--- src/rtl/irq_redir_regs.sv ---
module irq_redir_regs #(
  parameter int          NUM_ENTRIES = 16,
  parameter logic [31:0] ID_MASK     = 32'hFF00_0000,
  parameter logic [7:0]  VER_CODE    = 8'h11
) (
  input  logic                      clk,
  input  logic                      rst_n,
  input  logic                      bus_wr,
  input  logic                      bus_rd,
  input  logic [7:0]                bus_off,
  input  logic [3:0]                bus_size,
  input  logic [31:0]               bus_wdata,
  output logic [31:0]               bus_rdata,
  output logic [64*NUM_ENTRIES-1:0] redir_table
);

  localparam int          TBL_BASE  = 16;
  localparam logic [7:0]  OFF_SEL   = 8'h00;
  localparam logic [7:0]  OFF_WIN   = 8'h10;
  localparam logic [63:0] ENTRY_RST = 64'h0001_0000_0001_0000;
  localparam logic [31:0] VER_VAL   = {8'h00, 8'(NUM_ENTRIES), 8'h00, VER_CODE};

  logic [31:0] sel_q;
  logic [31:0] id_q;
  logic [31:0] win_val;
  logic [63:0] tbl_q [NUM_ENTRIES];
  logic [NUM_ENTRIES-1:0] hit_lo, hit_hi;

  wire        size_ok = (bus_size == 4'd4);
  wire        sel_acc = size_ok && (bus_off == OFF_SEL);
  wire        win_acc = size_ok && (bus_off == OFF_WIN);
  wire        win_wr  = bus_wr && win_acc;
  wire [7:0]  idx     = sel_q[7:0];
  wire        is_tbl  = |{hit_lo, hit_hi};

  always_ff @(posedge clk or negedge rst_n)
    if (!rst_n)                sel_q <= '0;
    else if (bus_wr && sel_acc) sel_q <= bus_wdata;

  always_ff @(posedge clk or negedge rst_n)
    if (!rst_n)                     id_q <= '0;
    else if (win_wr && idx == 8'd0) id_q <= bus_wdata & ID_MASK;

  genvar e;
  generate
    for (e = 0; e < NUM_ENTRIES; e++) begin : g_entry
      assign hit_lo[e] = (idx == 8'(TBL_BASE + 2*e));
      assign hit_hi[e] = (idx == 8'(TBL_BASE + 2*e + 1));

      always_ff @(posedge clk or negedge rst_n)
        if (!rst_n) tbl_q[e] <= ENTRY_RST;
        else if (win_wr && hit_lo[e]) tbl_q[e][31:0]  <= bus_wdata;
        else if (win_wr && hit_hi[e]) tbl_q[e][63:32] <= bus_wdata;

      assign redir_table[64*e +: 64] = tbl_q[e];

      assert_keep_hi_R8: assert property (@(posedge clk) disable iff (!rst_n)
        (win_wr && hit_lo[e]) |=> (tbl_q[e][63:32] == $past(tbl_q[e][63:32])));
      assert_keep_lo_R8: assert property (@(posedge clk) disable iff (!rst_n)
        (win_wr && hit_hi[e]) |=> (tbl_q[e][31:0] == $past(tbl_q[e][31:0])));
      assert_bad_wr_tbl_R1: assert property (@(posedge clk) disable iff (!rst_n)
        (bus_wr && !sel_acc && !win_acc) |=> $stable(tbl_q[e]));
    end
  endgenerate

  always_comb begin
    win_val = '0;
    case (idx)
      8'd0:    win_val = id_q;
      8'd1:    win_val = VER_VAL;
      8'd2:    win_val = id_q;
      default: begin
        for (int n = 0; n < NUM_ENTRIES; n++) begin
          if (hit_lo[n]) win_val = tbl_q[n][31:0];
          if (hit_hi[n]) win_val = tbl_q[n][63:32];
        end
      end
    endcase
  end

  always_ff @(posedge clk or negedge rst_n)
    if (!rst_n)      bus_rdata <= '0;
    else if (bus_rd) bus_rdata <= sel_acc ? sel_q : (win_acc ? win_val : 32'd0);

  assert_bad_rd_zero_R2: assert property (@(posedge clk) disable iff (!rst_n)
    (bus_rd && !sel_acc && !win_acc) |=> (bus_rdata == 32'd0));
  assert_sel_hold_R1: assert property (@(posedge clk) disable iff (!rst_n)
    (!(bus_wr && sel_acc)) |=> $stable(sel_q));
  assert_ver_ro_R5: assert property (@(posedge clk) disable iff (!rst_n)
    (win_wr && (idx == 8'd1 || idx == 8'd2)) |=> $stable(id_q));
  assert_ver_val_R5: assert property (@(posedge clk) disable iff (!rst_n)
    (bus_rd && win_acc && idx == 8'd1) |=> (bus_rdata == VER_VAL));
  assert_unimpl_zero_R10: assert property (@(posedge clk) disable iff (!rst_n)
    (bus_rd && win_acc && idx > 8'd2 && !is_tbl) |=> (bus_rdata == 32'd0));
  assert_rdata_hold_R12: assert property (@(posedge clk) disable iff (!rst_n)
    (!bus_rd) |=> $stable(bus_rdata));

endmodule

--- config.mk ---
export PLATFORM = sky130hd
export DESIGN_NAME = irq_redir_regs
export DESIGN_NICKNAME = d
export VERILOG_FILES = /design/src/rtl/irq_redir_regs.sv
export SDC_FILE = /design/constraint.sdc
export NUM_CORES = 2
export LEC_CHECK = 0
export ABC_AREA = 1
export BUFFER_PORTS_ARGS = -buffer_cell sky130_fd_sc_hd__buf_2
export CORE_MARGIN = 3
export CORE_UTILIZATION = 25
export CTS_CLUSTER_SIZE = 30
export DETAILED_ROUTE_END_ITERATION = 7
export GPL_ROUTABILITY_DRIVEN = 0
export PLACE_DENSITY = 0.44
export SYNTH_ARGS = -nofsm -noshare
export SYNTH_HDL_FRONTEND = slang
export SYNTH_SLANG_ARGS = --single-unit
--- constraint.sdc ---
create_clock -name clk -period 2.8 [get_ports clk]
set_input_delay 0.28 -clock clk [delete_from_list [all_inputs] [get_ports clk]]
set_output_delay 0.28 -clock clk [all_outputs]
set_load 0.01 [all_outputs]
; Word-level counts from Yosys, hierarchy flattened
; Index checks and enable logic that the tools add are counted.
[op_classes]
n_reduce_logical = 56
n_bitwise = 16
eq_ne = 36
muxes = 35
[op_table]
columns = op, count
row1 = $mux 32, 34
row2 = $eq 8x5->1 const B, 17
row3 = $eq 8x6->1 const B, 16
row4 = $pmux 32 s2, 1
row5 = $logic_and 1x1->1, 37
row6 = $reduce_and 2->1, 16
row7 = $logic_not 8->1, 2
row8 = $not 1->1, 16
row9 = $eq 8x1->1 const B, 1
row10 = $eq 8x2->1 const B, 1
row11 = $eq 4x3->1 const B, 1
row12 = $reduce_or 2->1, 1
[word_totals]
output_inout_bits = 1056
ff_bits = 1096

; Longest topological paths before layout
[logic_depth]
depth_word = 36
ltp_mapped = 26

; Worst setup path after synthesis
; No wires, ideal clock.
[synth_timing]
path_type = reg-to-reg
start = register sel_q[0]
end = register bus_rdata[30]
n_path_buf = 3
t_arrival_ps = 2282
t_required_ps = 2680
period_less_slack_ps = 2402
setup_time_ps = 120
stages_incl_launch_ff = 25
setup_slack_ps = 398
path_cell_list = dfrtp_1 inv_2 buf_2 nand3_2 inv_2 nand2_1 buf_4 buf_4 or2_0 nand2_1 nand4_1 nand2_1 nand4_1 nand2_1 nand4_1 nand2_1 nand4_1 nand2_1 nand4_1 nand2_1 nand4_1 nand2_1 nand3_1 nand2_1 a21oi_1
[synth_via]
elab_chain_len = 36
[synth_rtl]
columns = item, line
row1 = "start, declared", 23  ; logic [31:0] sel_q;
row2 = "start signal, assigned", 38  ; else if (bus_wr && sel_acc) sel_q <= bus_wdata;
row3 = $eq 8x5->1, 47  ; assign hit_lo[e] = (idx == 8'(TBL_BASE + 2*e));
row4 = $mux 32, 74  ; if (hit_lo[n]) win_val = tbl_q[n][31:0];
row5 = $mux 32, 75  ; if (hit_hi[n]) win_val = tbl_q[n][63:32];
row6 = $mux 32, 74
row7 = $mux 32, 75
row8 = $mux 32, 74
row9 = $mux 32, 75
row10 = $mux 32, 74
row11 = (+19 left out), n/a
row12 = $mux 32, 74
row13 = $mux 32, 75
row14 = $mux 32, 74
row15 = $mux 32, 75
row16 = $mux 32, 74
row17 = $mux 32, 75
row18 = $pmux 32 s2 *, 68  ; case (idx)
row19 = $mux 32 * (2 in series), 83  ; else if (bus_rd) bus_rdata <= sel_acc ? sel_q : (win_acc ? win_val : 32'd0);
row20 = "end signal, assigned", 83
row21 = "end, declared", 13  ; output logic [31:0] bus_rdata,
; Every way passes the cells marked *; elsewhere a longest branch is shown, timed or not.
; A chain may end at the register's enable or synchronous reset.

; Worst setup path after layout
[layout_timing]
start = register sel_q[0]
end = register bus_rdata[3]
; The elaborated chain is that of the path after synthesis.

==> flow_summary_export.csv <==
group,metric,value,unit
clock_network,cts_buffers,136,
clock_network,cts_root_buf,"clkbuf_16",
layout,layout-drive-gt1-share,0.348,
timing,rsz0062_at_grt,"yes",
logic_synthesis,synth_edf_count,0,
critical_path,cp_max_fo,4,
status,violations,"negative setup slack",
critical_path,crit_path_end_kind,"flip-flop",
logic_synthesis,synthCells,5849,
floorplanning,io_pins,1104,
global_route,grt_max_degree,107,
global_route,first_global_vias,47700,
layout,layout.nets,7501,
critical_path,worstSetupPathType,"reg2reg",
layout,regArea,0.0275,mm²
clock_network,clk_latency,810,ps
layout,final_area,0.0689,mm²
route,dr.first_iter.drc_count,5906,
place,dpl-instance-area,0.0619,mm²
critical_path,startpoint_type,"flip-flop",
status,outcome,"finished, violations left",
logic_synthesis,ys_seq_area_frac,0.572,
clock_network,htree_levels,4,
logic_synthesis,synth_warnings,0,
floorplanning,die-width,444,µm
floorplanning,dieArea,0.197,mm²
route,vias,50600,
logic_synthesis,yosysTopAreaCell,"dfrtp_1",
floorplanning,placementRows,160,
critical_path,cp.arrival,4680,ps
timing,finalWorstSetupSlack,-1220,ps
global_route,grt.total_usage,0.300,
layout,areaGrowthSynthToFinish,43.4,%
logic_synthesis,synth_area_leaders,"dfrtp_1, nand2_1, o21ai_0, clkbuf_1, nand4_1",
layout,nFillCells,20000,
power,p_per_area,514,mW/mm²
route,vias_per_cell,5.01,
logic_synthesis,syn_area,0.0480,mm²
logic_synthesis,synthTopCellsByCount,"nand2_1, o21ai_0, dfrtp_1",
timing,max_freq,249,MHz
min_path,holdCritPathClass,"in2reg",
critical_path,worst_path_max_delay_cell,"dfrtp_1",
logic_synthesis,synth_most_common_cell,"nand2_1",
timing,clock_skew,30.0,ps
place,port_buffers,1103,
timing,fin_crit,4020,ps
timing,period_share,1.43,
flow_run,maxCapViolCount,0,
floorplanning,placeableCoreArea,0.191,mm²
critical_path,crit_family,"simple AND/OR/NAND/NOR gates",
route,wirelength,306000,µm
global_route,grt-ovfl-total,0,
critical_path,r2r_setup_slack,-1220,ps
logic_synthesis,yosys.cell_types.count,31,
place,dp_hpwl,231000,µm
power,p_leak,35.2,nW
critical_path,cp_slowest_stage_delay,410,ps
logic_synthesis,synth_top_area_share,0.555,
critical_path,critPathBufInv,5,
power,peakVddDrop,0.377,mV
timing,final-setup-viol-count,32,
clock_network,cts_tree,"yes",
timing,slew_headroom,0.308,
route,dr.pass1.iters,6,
critical_path,worst_path_most_repeated_cell,"nand4_1",
timing,hold_violations,0,
logic_synthesis,synth_flop_cell,"dfrtp_1",
timing,worst_slew_pin_slew,1040,ps
timing,drv_slew,0,
clock_network,cts.sinks,1096,
global_route,antenna_found_initial,17,
route,wl_per_cell,30.3,µm
clock_network,clk_pin_slew_worst_paths,60,ps
global_route,grt_pass1_wl,411000,µm
critical_path,required,3470,ps
floorplanning,start_util,0.252,
layout,multi_input_area,0.0195,mm²
logic_synthesis,synthArstFlopShare,1.00,
clock_network,clockBufferDepth,3,
floorplanning,die_y,444,µm
route,ant_nets,0,
route,detail_route.drc_violations,0,
logic_synthesis,synth-seq-cells,1096,
timing,setup-tns-final,-28620,ps
layout,postLayoutCoreUtil,0.361,
logic_synthesis,syn_area_per_cell,8.21,µm²
logic_synthesis,synthesis.nets,5897,
place,dp_slack,-1560,ps
==> stage by stage <==
| stage | hold slack, ps | instances | power, W |
|---|---|---|---|
| global route | 35.3 | 10100 | 0.0363 |
| detailed placement | 236 | 9759 | 0.0175 |
| floorplan | -15.6 | 5849 | 0.0164 |
| CTS | 4.79 | 10100 | 0.0357 |
| global placement | 240 | 9759 | 0.0175 |
| finish | 51.5 | 10100 | 0.0354 |
==> cell type report <==
class / count / area share
antenna: 11 / 0.000400
clock buffer: 214 / 0.0603
clock inverter: 32 / 0.00460
inverter: 279 / 0.0154
multi-input combinational: 4044 / 0.283
sequential: 1096 / 0.399
tap: 2511 / 0.0456
timing repair buffer: 1896 / 0.192
==> power breakdown <==
group / switching, W / leakage, nW / internal (W) / total, W
Sequential: 0.0000302 / 15.2 / 0.0159 / 0.0159
Combinational: 0.00109 / 17.8 / 0.000228 / 0.00132
Clock: 0.00759 / 2.21 / 0.0106 / 0.0181
Total: 0.00871 / 35.2 / 0.0267 / 0.0354
==> registers in the layout, summed over array words and instances, names as in the netlist <==
name	cells
redir_table	1024
bus_rdata	32
sel_q	32
id_q	8
==> path summary, 6_finish.rpt <==
path | cells after the start | startpoint | to
worst max-delay path | 26 | sel_q[0]$_DFFE_PN0P_ | bus_rdata[3]$_DFFE_PN0P_
max in group asynchronous | 4 | rst_n | redir_table[368]$_DFFE_PN1P_
worst min register to register | 2 | id_q[30]$_DFFE_PN0P_ | id_q[30]$_DFFE_PN0P_
worst max register to register | 26 | sel_q[0]$_DFFE_PN0P_ | bus_rdata[3]$_DFFE_PN0P_
min in group asynchronous | 2 | rst_n | redir_table[208]$_DFFE_PN1P_
worst min-delay path | 3 | bus_wdata[2] | redir_table[482]$_DFFE_PN0P_
==> cells by family after synthesis <==
group | share of synthesized area
compound gates | 0.137
flops | 0.572
simple gates | 0.234
buf+inv | 0.0572
==> tightest hold or removal path: cells and delay by family <==
family	cells	cell delay, ps
buf+inv	2	300
compound gates	1	230
==> metal layers <==
layer	track usage	up-vias	wire length, µm
met5	0	-	35
met4	0.191	6	23700
met3	0.0621	602	23500
met2	0.486	2514	142000
met1	0.362	25200	117000
li1	-	22200	-
==> layout by cell type, fill, tap and decap left out, types with 10 or more instances in the layout <==
master / netlist / routed
nand3_4: 0 / 21
nand3_1: 70 / 22
nand3_2: 2 / 29
inv_2: 10 / 46
diode_2: 0 / 11
or2_2: 92 / 78
buf_6: 1 / 79
buf_2: 33 / 1102
dlygate4sd3_1: 0 / 10
a21oi_1: 223 / 187
buf_4: 9 / 588
clkbuf_8: 0 / 33
dfrtp_1: 1064 / 1063
or2_0: 17 / 14
nand2_2: 0 / 168
clkbuf_16: 0 / 145
buf_8: 0 / 10
clkinv_2: 0 / 18
nor2_4: 6 / 31
nand2_1: 2192 / 1972
nand2_4: 1 / 52
o21ai_2: 0 / 10
nor2_1: 134 / 110
a21oi_2: 0 / 36
dfstp_2: 32 / 32
nand4_1: 186 / 186
buf_12: 0 / 103
or2_4: 0 / 14
clkbuf_1: 379 / 39
o21ai_0: 1075 / 1072
or2_1: 11 / 14
inv_1: 266 / 226
==> what timing repair did <==
| action | in CTS | in global routing |
|---|---|---|
| cloned | 2 | 3 |
| setup endpoints to repair | 35 | 119 |
| endpoints found under the hold margin | 700 | 0 |
| resized for setup | 409 | 117 |
| hold buffers | 11 | 0 |
| pin swaps | 284 | 259 |
| setup buffers | 49 | 12 |
Power figures use the tool's default switching activity.
